File: src/rtl/spi_mem_bridge_pkg.sv
package spi_mem_bridge_pkg;
   localparam int CMD_W  = 4;
   localparam int ADDR_W = 28;
   localparam int WORD_W = CMD_W + ADDR_W;

   localparam logic [CMD_W-1:0] OP_WRITE = 4'h5;
   localparam logic [CMD_W-1:0] OP_READ  = 4'h4;

   typedef enum logic [2:0] {
      ST_HDR,
      ST_WR,
      ST_RD_PAD,
      ST_RD,
      ST_SKIP
   } xfer_st_e;
endpackage

File: src/rtl/spi_mem_bridge_sync.sv
module spi_mem_bridge_sync #(
   parameter int STAGES = 2
) (
   input  logic       clk,
   input  logic       rst_n,
   input  logic [1:0] spi_mode,
   input  logic       sclk,
   input  logic       cs_n,
   input  logic       mosi,
   output logic       cs_act,
   output logic       cs_end,
   output logic       smp,
   output logic       shf,
   output logic       mosi_s
);
   localparam int NSIG = 3;
   localparam logic [NSIG-1:0] RST_VAL = 3'b100;   // {cs_n, sclk, mosi}

   logic [NSIG-1:0] raw;
   logic [NSIG-1:0] synced;
   logic            sclk_q, cs_q;
   logic            rise, fall, lead_is_fall;

   assign raw = {cs_n, sclk, mosi};

   for (genvar g = 0; g < NSIG; g++) begin : g_chain
      logic [STAGES-1:0] chain;
      always_ff @(posedge clk or negedge rst_n) begin
         if (!rst_n) chain <= {STAGES{RST_VAL[g]}};
         else        chain <= {chain[STAGES-2:0], raw[g]};
      end
      assign synced[g] = chain[STAGES-1];
   end

   always_ff @(posedge clk or negedge rst_n) begin
      if (!rst_n) begin
         sclk_q <= 1'b0;
         cs_q   <= 1'b1;
      end else begin
         sclk_q <= synced[1];
         cs_q   <= synced[2];
      end
   end

   assign mosi_s       = synced[0];
   assign cs_act       = ~synced[2];
   assign cs_end       = synced[2] & ~cs_q;
   assign rise         = synced[1] & ~sclk_q;
   assign fall         = ~synced[1] & sclk_q;
   assign lead_is_fall = spi_mode[1] ^ spi_mode[0];
   assign smp          = cs_act & (lead_is_fall ? fall : rise);
   assign shf          = cs_act & (lead_is_fall ? rise : fall);
endmodule

File: src/rtl/spi_mem_bridge_core.sv
module spi_mem_bridge_core
   import spi_mem_bridge_pkg::*;
#(
   parameter int DUMMY_BITS = 8,
   parameter int CNT_W      = 16
) (
   input  logic              clk,
   input  logic              rst_n,
   input  logic              cs_act,
   input  logic              cs_end,
   input  logic              smp,
   input  logic              shf,
   input  logic              mosi_s,
   output logic              miso,
   output logic              mem_we,
   output logic              mem_re,
   output logic [ADDR_W-1:0] mem_addr,
   output logic [WORD_W-1:0] mem_wdata,
   input  logic [WORD_W-1:0] mem_rdata,
   output logic              done,
   output logic [CNT_W-1:0]  done_words
);
   localparam int BIT_W = $clog2(WORD_W);
   localparam logic [BIT_W-1:0] LAST_BIT = BIT_W'(WORD_W - 1);
   localparam logic [BIT_W-1:0] PAD_LAST = BIT_W'(DUMMY_BITS - 1);

   xfer_st_e          st;
   logic [BIT_W-1:0]  bit_cnt;
   logic [WORD_W-1:0] rx_sh, rx_next, tx_sh, tx_buf;
   logic [ADDR_W-1:0] addr;
   logic [CNT_W-1:0]  words;
   logic              pend, load, rd_cap;

   assign rx_next = {rx_sh[WORD_W-2:0], mosi_s};
   assign miso    = tx_sh[WORD_W-1];

   always_ff @(posedge clk or negedge rst_n) begin
      if (!rst_n) begin
         st <= ST_HDR;  bit_cnt <= '0;  rx_sh <= '0;  tx_sh <= '0;  tx_buf <= '0;
         addr <= '0;  words <= '0;  pend <= 1'b0;  load <= 1'b0;  rd_cap <= 1'b0;
         mem_we <= 1'b0;  mem_re <= 1'b0;  mem_addr <= '0;  mem_wdata <= '0;
         done <= 1'b0;  done_words <= '0;
      end else begin
         mem_we <= 1'b0;
         mem_re <= 1'b0;
         done   <= 1'b0;
         rd_cap <= mem_re;
         if (rd_cap) tx_buf <= mem_rdata;
         if (cs_end && st != ST_HDR && st != ST_SKIP) begin
            done       <= 1'b1;
            done_words <= words;
         end
         if (!cs_act) begin
            st <= ST_HDR;  bit_cnt <= '0;  tx_sh <= '0;  tx_buf <= '0;
            words <= '0;  pend <= 1'b0;  load <= 1'b0;
         end else begin
            if (smp) begin
               rx_sh   <= rx_next;
               bit_cnt <= bit_cnt + BIT_W'(1);
               pend    <= 1'b1;
               unique case (st)
                  ST_HDR: if (bit_cnt == LAST_BIT) begin
                     addr <= rx_next[ADDR_W-1:0];
                     if (rx_next[WORD_W-1 -: CMD_W] == OP_WRITE) begin
                        st <= ST_WR;
                     end else if (rx_next[WORD_W-1 -: CMD_W] == OP_READ) begin
                        st       <= ST_RD_PAD;
                        mem_re   <= 1'b1;
                        mem_addr <= rx_next[ADDR_W-1:0];
                        addr     <= rx_next[ADDR_W-1:0] + ADDR_W'(1);
                     end else begin
                        st <= ST_SKIP;
                     end
                  end
                  ST_WR: if (bit_cnt == LAST_BIT) begin
                     mem_we    <= 1'b1;
                     mem_addr  <= addr;
                     mem_wdata <= rx_next;
                     addr      <= addr + ADDR_W'(1);
                     words     <= words + CNT_W'(1);
                  end
                  ST_RD_PAD: if (bit_cnt == PAD_LAST) begin
                     st      <= ST_RD;
                     bit_cnt <= '0;
                     load    <= 1'b1;
                  end
                  ST_RD: if (bit_cnt == LAST_BIT) begin
                     words <= words + CNT_W'(1);
                     load  <= 1'b1;
                  end
                  default: ;
               endcase
            end
            if (shf && pend) begin
               pend <= 1'b0;
               if (load) begin
                  load     <= 1'b0;
                  tx_sh    <= tx_buf;
                  mem_re   <= 1'b1;
                  mem_addr <= addr;
                  addr     <= addr + ADDR_W'(1);
               end else begin
                  tx_sh <= {tx_sh[WORD_W-2:0], 1'b0};
               end
            end
         end
      end
   end
endmodule

File: src/rtl/spi_mem_bridge.sv
module spi_mem_bridge
   import spi_mem_bridge_pkg::*;
#(
   parameter int SYNC_STAGES = 2,
   parameter int DUMMY_BITS  = 8,
   parameter int CNT_W       = 16
) (
   input  logic              clk,
   input  logic              rst_n,
   input  logic [1:0]        spi_mode,
   input  logic              spi_sclk,
   input  logic              spi_cs_n,
   input  logic              spi_mosi,
   output logic              spi_miso,
   output logic              mem_we,
   output logic              mem_re,
   output logic [ADDR_W-1:0] mem_addr,
   output logic [WORD_W-1:0] mem_wdata,
   input  logic [WORD_W-1:0] mem_rdata,
   output logic              xfer_done,
   output logic [CNT_W-1:0]  xfer_words
);
   if (SYNC_STAGES < 2) begin : g_bad_sync
      $error("SYNC_STAGES must be at least 2");
   end
   if (DUMMY_BITS < 1 || DUMMY_BITS > WORD_W) begin : g_bad_pad
      $error("DUMMY_BITS must lie in 1..WORD_W");
   end
   if (CNT_W < 1) begin : g_bad_cnt
      $error("CNT_W must be positive");
   end

   logic cs_act, cs_end, smp, shf, mosi_s;

   spi_mem_bridge_sync #(.STAGES(SYNC_STAGES)) u_sync (
      .clk(clk), .rst_n(rst_n), .spi_mode(spi_mode),
      .sclk(spi_sclk), .cs_n(spi_cs_n), .mosi(spi_mosi),
      .cs_act(cs_act), .cs_end(cs_end), .smp(smp), .shf(shf), .mosi_s(mosi_s)
   );

   spi_mem_bridge_core #(.DUMMY_BITS(DUMMY_BITS), .CNT_W(CNT_W)) u_core (
      .clk(clk), .rst_n(rst_n), .cs_act(cs_act), .cs_end(cs_end),
      .smp(smp), .shf(shf), .mosi_s(mosi_s), .miso(spi_miso),
      .mem_we(mem_we), .mem_re(mem_re), .mem_addr(mem_addr),
      .mem_wdata(mem_wdata), .mem_rdata(mem_rdata),
      .done(xfer_done), .done_words(xfer_words)
   );
endmodule

File: config.mk
export PLATFORM = sky130hd
export DESIGN_NAME = spi_mem_bridge
export DESIGN_NICKNAME = d
export VERILOG_FILES = /design/src/rtl/spi_mem_bridge_pkg.sv /design/src/rtl/spi_mem_bridge_sync.sv /design/src/rtl/spi_mem_bridge_core.sv /design/src/rtl/spi_mem_bridge.sv
export SDC_FILE = /design/constraint.sdc
export NUM_CORES = 1
export LEC_CHECK = 0
export BUFFER_PORTS_ARGS = -buffer_cell sky130_fd_sc_hd__buf_2
export CAP_MARGIN = 20
export CORE_MARGIN = 4
export CORE_UTILIZATION = 35
export DETAILED_ROUTE_END_ITERATION = 8
export SKIP_LAST_GASP = 1
export SLEW_MARGIN = 10
export SYNTH_ARGS = -nofsm -noshare
export SYNTH_HDL_FRONTEND = slang
export SYNTH_HIERARCHICAL = 1
export SYNTH_SLANG_ARGS = --single-unit
File: constraint.sdc
create_clock -name clk -period 5.5 [get_ports clk]
set_clock_uncertainty 0.2 [all_clocks]
set_input_delay 0.55 -clock clk [delete_from_list [all_inputs] [get_ports clk]]
set_output_delay 0.55 -clock clk [all_outputs]
set_load 0.02 [all_outputs]
==> run summary, run 1 <==
Number of synthesized flops with an enable pin = 0
Antenna violations before repair = 0
Crit-path cells = clkinv_2, nand2_1, buf_4, or3_1, buf_4, nand2_1, nand4_1, o221ai_1
Area of the multi-input gates = 0.00552 mm^2
Async set-reset flop share out of synthesis = 100%
Y dimension of the die = 192 um
Pwr per Cell Area = 284 mW/mm^2
Total negative slack = 0 ns
Quantity of gates resized following cts = 0
Antenna Violating Nets Remaining = 0
Total of endpoints with negative setup slack in the final report = 0
Logic depth of the worst register-to-register path = 8
Main area contributors after synthesis = dfrtp_1, mux2_2, mux2i_1
Post-synthesis instance area = 0.0119 mm^2
Post-detailed-route via-to-cell ratio = 5.38
Number of buffers added by the clock tree synthesis step = 28
Final routed wire length divided by cell count = 17.9 um
Data arrival time of the worst path = 3.53 ns
Number of ports placed on the die boundary = 119
Unique masters post-synth = 69
Min setup slack post-route = 2.18 ns
Critical Path Start Type = flop
IO Port Bufs = 118
Placement Rows = 67
Data required time of the critical path = 5.71 ns
Max cap viols = 0
Overflow left after global routing = 0
Synthesized area divided by synthesized cell count = 10.1 um^2
Nets in the synthesized netlist = 1219
LEAKAGE = 6.14 nW
Share of the synthesized area in the top cell type = 49.4%
Placed wire-length estimate = 20800 um
Worst-path fanout max = 53
Post-synthesis cell type with the largest combined area = dfrtp_1
Worst-Margin Slew = 0.994 ns
Worst min path class = in2reg
Max-slew violation count = 0
Number of failing hold endpoints at the final stage = 0
Clock Root Buffer = clkbuf_16
First-pass GRT wire length = 50500 um
Iteration-0 DRC count of the detailed router = 636
Clock slew at the register clock pins of the worst setup and hold paths = 0.06 ns
Final cycle utilization of the critical path = 60.3%
Buffers from clock root to sink, at most = 3
Area growth from synthesis to final layout = 16.9%
DR pass1 iterations = 5
Routed WL = 30900 um
Ant diodes = 0
Dominant register cell in the synthesized netlist = dfrtp_1
Via Count = 9286
Register area = 0.00594 mm^2
Layout cell share with drive strength beyond 1 = 21.4%
Critical Path Slowest Stage Cell = dfstp_2
Maximum number of pins on one net before global-route repair = 152
Time the worst path needs with I/O delays and setup = 3.32 ns
Fillcell total = 3265
RSZ-0062 raised after global routing = false
Number of warning messages in the yosys log = 6
Clock latency at the later pin of the worst-skew pair = 0.55 ns
TritonCTS clock tree = done
Chip Width = 192 um
GP Congestion = 0.878
Starting Density = 35.5%
Total of flip-flops plus latches after synthesis = 237
Total number of nets in the final design = 1302
Critical Path Sink Type = flop
Worst slew margin = 33.7%
Post-synthesis sequential area ratio = 50.0%
TritonCTS Sinks = 237
H-tree lvl count = 1
Outcome = complete, no violations
Floorplan die area = 0.0369 mm^2
Worst voltage drop across the vdd grid = 0.000215 V
Core region area = 0.0334 mm^2
Global router's overall resource usage = 16.7%
Highest cell delay on the worst timing path = 0.56 ns
Worst slack after detailed placement = 1.98 ns
Gate count after technology mapping = 1175
Highest Clock Rate = 0.301 GHz
Drt drc = 0
Category of the critical setup timing path = reg2reg
Worst hold path stage count = 3
Via count of the first global-routing pass = 9217
[what timing repair did]
action / in CTS / in global routing
hold buffers: 4 / 0
hold endpoints to repair: 89 / 0
buffers inserted: 0 / 0
[power by group]
part | internal [W] | leakage [nW] | switching [W] | total, W
clock network | 0.00121 | 0.472 | 0.000738 | 0.00194
registers | 0.00177 | 3.12 | 0.0000530 | 0.00182
logic | 0.0000655 | 2.55 | 0.000103 | 0.000169
[cells in the mapped netlist, drive strengths merged (28+ instances only)]
master,instances
nor2b,39
mux2,75
o21ai,96
a21oi,64
a22oi,29
xnor2,29
nand4,28
nand2,108
mux2i,67
nand3,30
nor2,78
dfrtp,234
clkbuf,69
[metrics by stage]
stage	total power, W	util [%]	instance area, um^2	instances	hold WS, ns
final	0.00393	41.5	13900	1726	0.0868
after floorplan	0.00193	-	11900	1175	0.0544
after global routing	0.00409	41.5	13900	1726	0.0730
after detailed placement	0.00202	38.4	12800	1671	0.136
after CTS	0.00400	41.4	13800	1725	0.0595
after global placement	0.00202	38.4	12800	1671	0.132
[registers in the layout (all words and copies together), names as in the netlist]
register              flops
u_core/load               1
u_core/tx_buf            32
u_core/rx_sh             31
u_core/mem_we             1
u_core/addr              28
u_core/mem_wdata         32
u_core/bit_cnt            5
u_core/rd_cap             1
u_core/mem_addr          28
u_sync/cs_q               1
u_core/pend               1
u_core/done_words        16
u_sync/g_chain.chain      6
u_sync/sclk_q             1
u_core/mem_re             1
u_core/words             16
u_core/tx_sh             32
u_core/done               1
u_core/st                 3
[placed cells by master (no fill, tap or decap), types with 5 or more instances in the layout]
master,n
o21a_1,5
nor2_1,78
clkbuf_1,7
buf_2,117
mux2_2,75
o221ai_1,12
nand3_1,30
buf_4,16
o21ai_1,5
ha_1,5
nand2_1,108
a21boi_0,10
inv_1,19
nand4_1,26
xor2_1,14
o21ai_0,89
nor2b_1,39
or3_1,8
and3_1,16
a221oi_1,5
xnor2_1,29
a22oi_1,29
and2_1,15
clkbuf_16,29
a21oi_1,64
dfrtp_1,232
nor3_1,16
a31oi_1,11
mux2i_1,67
[final timing paths]
kind                       slack, ns                  startpoint                         end
setup / recovery                2.18  u_sync/g_chain[2].chain[1]             u_core/addr[13]
hold / removal                  0.09               mem_rdata[15]           u_core/tx_buf[15]
setup reg to reg                2.18  u_sync/g_chain[2].chain[1]             u_core/addr[13]
hold reg to reg                 0.15  u_sync/g_chain[1].chain[0]  u_sync/g_chain[1].chain[1]
max in group asynchronous       3.45                       rst_n             u_core/addr[25]
min in group asynchronous       0.39                       rst_n       u_core/done_words[14]
[cell families (layout without fill, tap and decap cells)]
group,Yosys count,count (layout),share of synthesized area (%)
buffers and inverters,107,210,3.50
XOR/XNOR,43,43,3.18
AO/OA/AOI/OAI,263,263,13.5
adder cells (fa/ha/maj),5,5,0.528
flip-flops,237,237,50.0
AND/OR/NAND/NOR,378,378,16.4
multiplexers,142,142,12.8
[metal layers]
| metal | track usage [%] | wire length (um) | share of wire, % | up-vias |
|---|---|---|---|---|
| met5 | 0 | 0 | 0 | - |
| met4 | 3.84 | 721 | 2.3 | 0 |
| met3 | 3.40 | 2200 | 7.1 | 55 |
| met2 | 26.0 | 13800 | 45 | 327 |
| met1 | 24.0 | 14200 | 46 | 4522 |
| li1 | - | - | - | 4382 |
[cell type report]
type / instances / share of cell area [%]
Clock buffer: 40 / 5.82
Clock inverter: 10 / 1.18
Inverter: 20 / 0.550
Multi-Input combinational cell: 831 / 39.8
Sequential cell: 237 / 42.8
Tap cell: 448 / 4.04
Timing Repair Buffer: 140 / 5.74
[worst max-delay path: cells and delay by family, from the launching register on]
kind,cells,cell delay (ns)
buf+inv,3,1.31
simple gates,4,0.98
flops,1,0.56
compound gates,1,0.13
No activity file was read; power rests on OpenSTA's default activity.
==> run 2: changes to the inputs <==
--- a/config.mk
+++ b/config.mk
@@ -5,6 +5,7 @@
 export SDC_FILE = /design/constraint.sdc
 export NUM_CORES = 1
 export LEC_CHECK = 0
+export ABC_AREA = 1
 export BUFFER_PORTS_ARGS = -buffer_cell sky130_fd_sc_hd__buf_2
 export CAP_MARGIN = 20
 export CORE_MARGIN = 4
==> constraint.sdc (replaced) <==
create_clock -name clk -period 3.43 [get_ports clk]
set_clock_uncertainty 0.2 [all_clocks]
set_input_delay 0.343 -clock clk [delete_from_list [all_inputs] [get_ports clk]]
set_output_delay 0.343 -clock clk [all_outputs]
set_load 0.02 [all_outputs]
==> run 2 against run 1 <==
Count of clock-buffer cells in the layout is 5 lower. Synthesized cell count is 39% higher. Final cell count is 29% higher. Critical path type unchanged. Clock power is 69% higher. Critical path depth is 7 higher. Combinational power grew to 6.0 times the previous value. Highest routed layer unchanged.
==> run summary, run 2 <==
Drt drc = 0 (unchanged)
Main area contributors after synthesis = dfrtp_1, nand2_1, o21ai_0 (was dfrtp_1, mux2_2, mux2i_1)
Max cap viols = 0 (unchanged)
LEAKAGE = 6.67 nW (was 6.14 nW)
Number of buffers added by the clock tree synthesis step = 28 (unchanged)
Ant diodes = 0 (unchanged)
Part of the total power dissipated in combinational logic = 13.7% (was 4.3%)
Worst slack after detailed placement = 0.481 ns (was 1.98 ns)
Start of the worst register-to-register path = u_core/bit_cnt[0] (was u_sync/g_chain[2].chain[1])
Number of placed instances with taps included = 2147 (was 1671)
Post-detailed-route via-to-cell ratio = 5.13 (was 5.38)
Total of flip-flops plus latches after synthesis = 237 (unchanged)
Synth top cells by count = nand2_1, o21ai_0, dfrtp_1, inv_1, nand3_1 (was dfrtp_1, nand2_1, o21ai_0, nor2_1, mux2_2)
DR pass1 iterations = 5 (unchanged)
Async set-reset flop share out of synthesis = 100% (unchanged)
RSZ-0062 raised after global routing = false (unchanged)
Share of the synthesized area in the top cell type = 47.4% (was 49.4%)
Switching Power = 0.00209 W (was 0.000894 W)
Final routed wire length divided by cell count = 16.5 um (was 17.9 um)
Buffers from clock root to sink, at most = 3 (unchanged)
Worst min path class = in2async (was in2reg)
Total number of nets in the final design = 1802 (was 1302)
Fillcell total = 3554 (was 3265)
H-tree lvl count = 1 (unchanged)
Floorplan die area = 0.0384 mm^2 (was 0.0369 mm^2)
Number of ports placed on the die boundary = 119 (unchanged)
Min setup slack post-route = 0.508 ns (was 2.18 ns)
Data required time of the critical path = 3.70 ns (was 5.71 ns)
First-pass GRT wire length = 59700 um (was 50500 um)
Total of endpoints with negative setup slack in the final report = 0 (unchanged)
Placement Rows = 68 (was 67)
Cell-internal power = 0.00537 W (was 0.00304 W)
Chip Width = 196 um (was 192 um)
Area growth from synthesis to final layout = 19.4% (was 16.9%)
Antenna violations before repair = 0 (unchanged)
Post-CTS setup buffer count = 0 (unchanged)
Iteration-0 DRC count of the detailed router = 920 (was 636)
Starting Density = 35.6% (was 35.5%)
Commonest cells after routing, fill and taps aside = nand2_1, o21ai_0, dfrtp_1 (was dfrtp_1, buf_2, nand2_1)
Clock Root Buffer = clkbuf_16 (unchanged)
Biggest regs = u_core/mem_wdata x32, u_core/tx_buf x32, u_core/tx_sh x32 (unchanged)
Number of synthesized flops with an enable pin = 0 (unchanged)
Final cycle utilization of the critical path = 85.2% (was 60.3%)
Via count of the first global-routing pass = 10900 (was 9217)
Worst-Margin Slew = 1.05 ns (was 0.994 ns)
TritonCTS Sinks = 237 (unchanged)
Switching Fraction = 28.0% (was 22.7%)
Data arrival time of the worst path = 3.19 ns (was 3.53 ns)
Startpoint of the worst setup timing path = u_core/bit_cnt[0] (was u_sync/g_chain[2].chain[1])
IO Port Bufs = 118 (unchanged)
Outcome = complete, no violations (unchanged)
Unique masters post-synth = 47 (was 69)
Number of warning messages in the yosys log = 6 (unchanged)
Critical Path Sink Type = flop (unchanged)
Dominant register cell in the synthesized netlist = dfrtp_1 (unchanged)
Post-synthesis sequential area ratio = 48.0% (was 50.0%)
Total negative slack = 0 ns (unchanged)
Clock latency at the later pin of the worst-skew pair = 0.55 ns (about the same)
Synthesized area divided by synthesized cell count = 7.56 um^2 (was 10.1 um^2)
TritonCTS clock tree = done (unchanged)
Maximum number of pins on one net before global-route repair = 84 (was 152)
Post-layout power = 0.00746 W (was 0.00393 W)
Gate count after technology mapping = 1634 (was 1175)
Power share of the clock group = 43.8% (was 49.4%)
Placed wire-length estimate = 25500 um (was 20800 um)
Time the worst path needs with I/O delays and setup = 2.92 ns (was 3.32 ns)
Worst voltage drop across the vdd grid = 0.000379 V (was 0.000215 V)
Part of the power in registers = 42.5% (was 46.3%)
Routed WL = 36800 um (was 30900 um)
Layout cell share with drive strength beyond 1 = 13.2% (was 21.4%)
Clock slew at the register clock pins of the worst setup and hold paths = 0.06 ns (about the same)
Worst-path fanout max = 25 (was 53)
Highest Clock Rate = 0.342 GHz (was 0.301 GHz)
Y dimension of the die = 196 um (was 192 um)
Worst slew margin = 30.2% (was 33.7%)
Antenna Violating Nets Remaining = 0 (unchanged)
Post-synthesis instance area = 0.0124 mm^2 (was 0.0119 mm^2)
Overflow left after global routing = 0 (unchanged)
Post-synthesis cell type with the largest combined area = dfrtp_1 (unchanged)
Pwr per Cell Area = 506 mW/mm^2 (was 284 mW/mm^2)
Nets in the synthesized netlist = 1678 (was 1219)
GP Congestion = 0.933 (was 0.878)
Most frequent cell after synthesis = nand2_1 (was dfrtp_1)
Number of failing hold endpoints at the final stage = 0 (unchanged)
Via Count = 11400 (was 9286)
Non-filler cells, final = 2232 (was 1726)
Utilization after layout = 42.5% (was 41.5%)
Max-slew violation count = 0 (unchanged)
Global router's overall resource usage = 18.7% (was 16.7%)
Category of the critical setup timing path = reg2reg (unchanged)
Most common library cell in the layout ignoring fill and taps = nand2_1 (was dfrtp_1)
Core region area = 0.0347 mm^2 (was 0.0334 mm^2)
Critical Path Start Type = flop (unchanged)
==> run 2: timing repair <==
item,4_1_cts,5_1_grt
endpoints found under the hold margin,150,0
resized for setup,0,0
setup endpoints to repair,0,0
hold buffers,36,0
==> run 2: cells by family after synthesis <==
| kind of cell | after synthesis | share of synthesized area [%] |
|---|---|---|
| simple gates | 684 | 23.6 |
| compound gates | 426 | 18.7 |
| buf+inv | 275 | 8.67 |
| flops | 237 | 48.0 |
| xor+xnor | 7 | 0.496 |
| fa+ha+maj | 5 | 0.506 |
==> run 2: cell type report <==
cell class	instances	area, um^2	area share (%)
inverters	195	734	4.98
clock inverters	14	225	1.53
flip-flops and latches	237	5930	40.2
multi-input cells	1122	5360	36.3
clock buffers	35	798	5.41
well taps	455	569	3.86
repair buffers	174	1140	7.70
==> run 2: critical path, cell delays in order (launching register included) <==
cell	delay, ns
dfrtp_1	0.39
ha_1	0.20
nand2_1	0.08
nor2_1	0.10
ha_1	0.17
buf_4	0.32
nand2_2	0.14
nand2_2	0.14
nand2_2	0.28
inv_2	0.27
nand2_1	0.08
nor2_1	0.12
nand3_1	0.09
o21ai_1	0.11
nand2_1	0.06
o21ai_1	0.10
==> run 2: final timing paths <==
kind | slack (ns) | depth (start not counted) | endpoint
min | 0.11 | 2 | u_core/mem_wdata[7]
min reg2reg | 0.15 | 0 | u_sync/g_chain[0].chain[1]
max in group asynchronous | 2.02 | 3 | u_core/done_words[0]
max | 0.51 | 15 | u_core/addr[19]
max reg2reg | 0.51 | 15 | u_core/addr[19]
min in group clk | 0.15 | 0 | u_sync/g_chain[0].chain[1]
==> run 2: per-layer routing <==
metal  global-route usage [%]  vias up  wire (um)
li1                         -     5628          -
met1                     27.1     5422      17100
met2                     29.6      342      16600
met3                     3.23       52       2350
met4                     4.14        0        778
met5                        0        -          0
==> run 2: metrics by stage <==
| stage | area, um^2 | hold slack (ns) |
|---|---|---|
| global route | 14800 | 0.145 |
| global placement | 13400 | 0.104 |
| detailed placement | 13400 | 0.104 |
| floorplan | 12400 | -0.153 |
| CTS | 14800 | 0.117 |
| finish | 14800 | 0.112 |
==> run 2: power groups by stage <==
stage / clock [W] / sequential (W) / combinational (W)
floorplan: 0 / 0.00323 / 0.000558
global placement: 0 / 0.00322 / 0.000987
detailed placement: 0 / 0.00322 / 0.000993
CTS: 0.00339 / 0.00317 / 0.00103
global route: 0.00349 / 0.00319 / 0.00115
finish: 0.00327 / 0.00317 / 0.00102
==> run 3: changes to the inputs <==
--- a/config.mk
+++ b/config.mk
@@ -11,6 +11,7 @@
 export CORE_MARGIN = 4
 export CORE_UTILIZATION = 35
 export DETAILED_ROUTE_END_ITERATION = 8
+export PLACE_DENSITY_LB_ADDON = 0.3
 export SKIP_LAST_GASP = 1
 export SLEW_MARGIN = 10
 export SYNTH_ARGS = -nofsm -noshare
==> run 3 against run 2 <==
Global-route usage up 0.25 points. Routed wire length rose by 0.81%. Sequential share of layout area is 0.18 points higher. Hold slack better by 0.039 ns. Maximum frequency shrank 2.0%. Highest routed layer is now met5. Critical path depth decreased by 4. Critical endpoint is now u_core/mem_addr[5]. Critical path type unchanged. Design area is 0.44% lower. Combinational power is essentially flat. Non-clock buffer count is 3 higher. Utilization shrank 0.19 points.
==> run summary, run 3 (synthesis gave the netlist of run 2 again) <==
Drt drc = 0 (unchanged)
TritonCTS Sinks = 237 (unchanged)
Floorplan die area = 0.0384 mm^2 (unchanged)
Chip Width = 196 um (unchanged)
Max-slew violation count = 0 (unchanged)
Number of failing hold endpoints at the final stage = 0 (unchanged)
Clock Root Buffer = clkbuf_16 (unchanged)
Starting Density = 35.6% (unchanged)
TritonCTS clock tree = done (unchanged)
Buffers from clock root to sink, at most = 3 (unchanged)
Y dimension of the die = 196 um (unchanged)
Data arrival time of the worst path = 3.17 ns (was 3.19 ns)
Ant diodes = 0 (unchanged)
Worst-path fanout max = 27 (was 25)
Worst min path class = reg2reg (was in2async)
Critical Path Start Type = flop (unchanged)
Time the worst path needs with I/O delays and setup = 2.98 ns (was 2.92 ns)
Critical Path Sink Type = flop (unchanged)
Core region area = 0.0347 mm^2 (unchanged)
Area growth from synthesis to final layout = 18.9% (was 19.4%)
Number of ports placed on the die boundary = 119 (unchanged)
Maximum number of pins on one net before global-route repair = 103 (was 84)
IO Port Bufs = 118 (unchanged)
Biggest regs = u_core/mem_wdata x32, u_core/tx_buf x32, u_core/tx_sh x32 (unchanged)
Register-to-register setup slack = 0.45 ns (was 0.51 ns)
Iteration-0 DRC count of the detailed router = 863 (was 920)
DR pass1 iterations = 6 (was 5)
Hold Startpoint = u_sync/g_chain[1].chain[0]
Routed WL = 37100 um (was 36800 um)
Worst voltage drop across the vdd grid = 0.000353 V (was 0.000379 V)
Startpoint of the worst setup timing path = u_core/bit_cnt[0] (unchanged)
GP Congestion = 0.944 (was 0.933)
Most common library cell in the layout ignoring fill and taps = nand2_1 (unchanged)
Category of the critical setup timing path = reg2reg (unchanged)
Clock slew at the register clock pins of the worst setup and hold paths = 0.06 ns (about the same)
Final cycle utilization of the critical path = 86.9% (was 85.2%)
Worst slew margin = 42.0% (was 30.2%)
First-pass GRT wire length = 60500 um (was 59700 um)
Start of the worst register-to-register path = u_core/bit_cnt[0] (unchanged)
Max cap viols = 0 (unchanged)
Via count of the first global-routing pass = 11100 (was 10900)
Total negative slack = 0 ns (unchanged)
Total of endpoints with negative setup slack in the final report = 0 (unchanged)
Pwr per Cell Area = 490 mW/mm^2 (was 506 mW/mm^2)
Number of buffers added by the clock tree synthesis step = 28 (unchanged)
Antenna violations before repair = 1 (was 0)
Commonest cells after routing, fill and taps aside = nand2_1, o21ai_0, dfrtp_1 (unchanged)
LEAKAGE = 6.62 nW (was 6.67 nW)
Min setup slack post-route = 0.448 ns (was 0.508 ns)
Clock latency at the later pin of the worst-skew pair = 0.55 ns (about the same)
Outcome = complete, no violations (unchanged)
Total number of nets in the final design = 1805 (was 1802)
Via Count = 11500 (was 11400)
Global router's overall resource usage = 19.0% (was 18.7%)
Final routed wire length divided by cell count = 16.6 um (was 16.5 um)
Layout cell share with drive strength beyond 1 = 13.3% (was 13.2%)
Worst slack after detailed placement = 0.495 ns (was 0.481 ns)
Antenna Violating Nets Remaining = 0 (unchanged)
Placement Rows = 68 (unchanged)
Post-detailed-route via-to-cell ratio = 5.16 (was 5.13)
H-tree lvl count = 1 (unchanged)
Overflow left after global routing = 0 (unchanged)
Data required time of the critical path = 3.62 ns (was 3.70 ns)
Placed wire-length estimate = 25300 um (was 25500 um)
RSZ-0062 raised after global routing = false (unchanged)
Highest Clock Rate = 0.335 GHz (was 0.342 GHz)
Post-CTS setup buffer count = 0 (unchanged)
Worst-Margin Slew = 0.862 ns (was 1.05 ns)
==> run 3: metrics by stage <==
stage | util [%] | hold slack, ns | std cells | instance area [um^2] | power (W)
after detailed placement | 38.6 | 0.141 | 2150 | 13400 | 0.00419
final | 42.3 | 0.151 | 2234 | 14700 | 0.00720
after floorplan | - | -0.153 | 1634 | 12400 | 0.00379
after global placement | 38.6 | 0.136 | 2150 | 13400 | 0.00418
after CTS | 42.3 | 0.154 | 2234 | 14700 | 0.00729
after global routing | 42.3 | 0.158 | 2234 | 14700 | 0.00756
==> run 3: area by class of cell <==
type,instances,area [um^2]
inverter,195,734
tap,455,569
timing repair buffer,177,1160
fill,3554,20000
clock inverter,13,149
clock buffer,35,787
multi-input combinational,1122,5360
sequential,237,5930
==> run 3: per-layer routing <==
metal,wire (um),vias up,global-route usage (%)
li1,-,5632,-
met4,832,2,4.45
met3,2240,54,2.99
met1,17500,5492,27.6
met2,16600,353,30.0
met5,13,-,0
==> run 3: report_power, final <==
part | internal [W] | total (W) | switching, W
Combinational | 0.000327 | 0.00101 | 0.000687
Clock | 0.00178 | 0.00302 | 0.00125
Sequential | 0.00296 | 0.00317 | 0.000205
==> run 3: path summary, 6_finish.rpt <==
path / depth (start not counted) / end
min in group asynchronous: 2 / u_core/mem_wdata[5]
worst max-delay path: 11 / u_core/mem_addr[5]
max in group asynchronous: 3 / u_core/tx_buf[14]
worst max register to register: 11 / u_core/mem_addr[5]
worst min register to register: 0 / u_sync/g_chain[1].chain[1]
worst min-delay path: 0 / u_sync/g_chain[1].chain[1]
==> run 3: critical path, cell delays in order (launching register included) <==
cell	delay (ns)
dfrtp_1	0.38
ha_1	0.19
nand2_1	0.08
nor2_1	0.10
ha_1	0.37
inv_1	0.11
nor2_1	0.15
inv_1	0.13
a21oi_4	0.72
o21ai_0	0.18
o211ai_1	0.11
o21ai_0	0.11
==> run 3: repair_timing <==
action,in CTS,in global routing
setup endpoints to repair,0,0
hold buffers,36,0
hold endpoints to repair,130,0
resized for setup,0,0
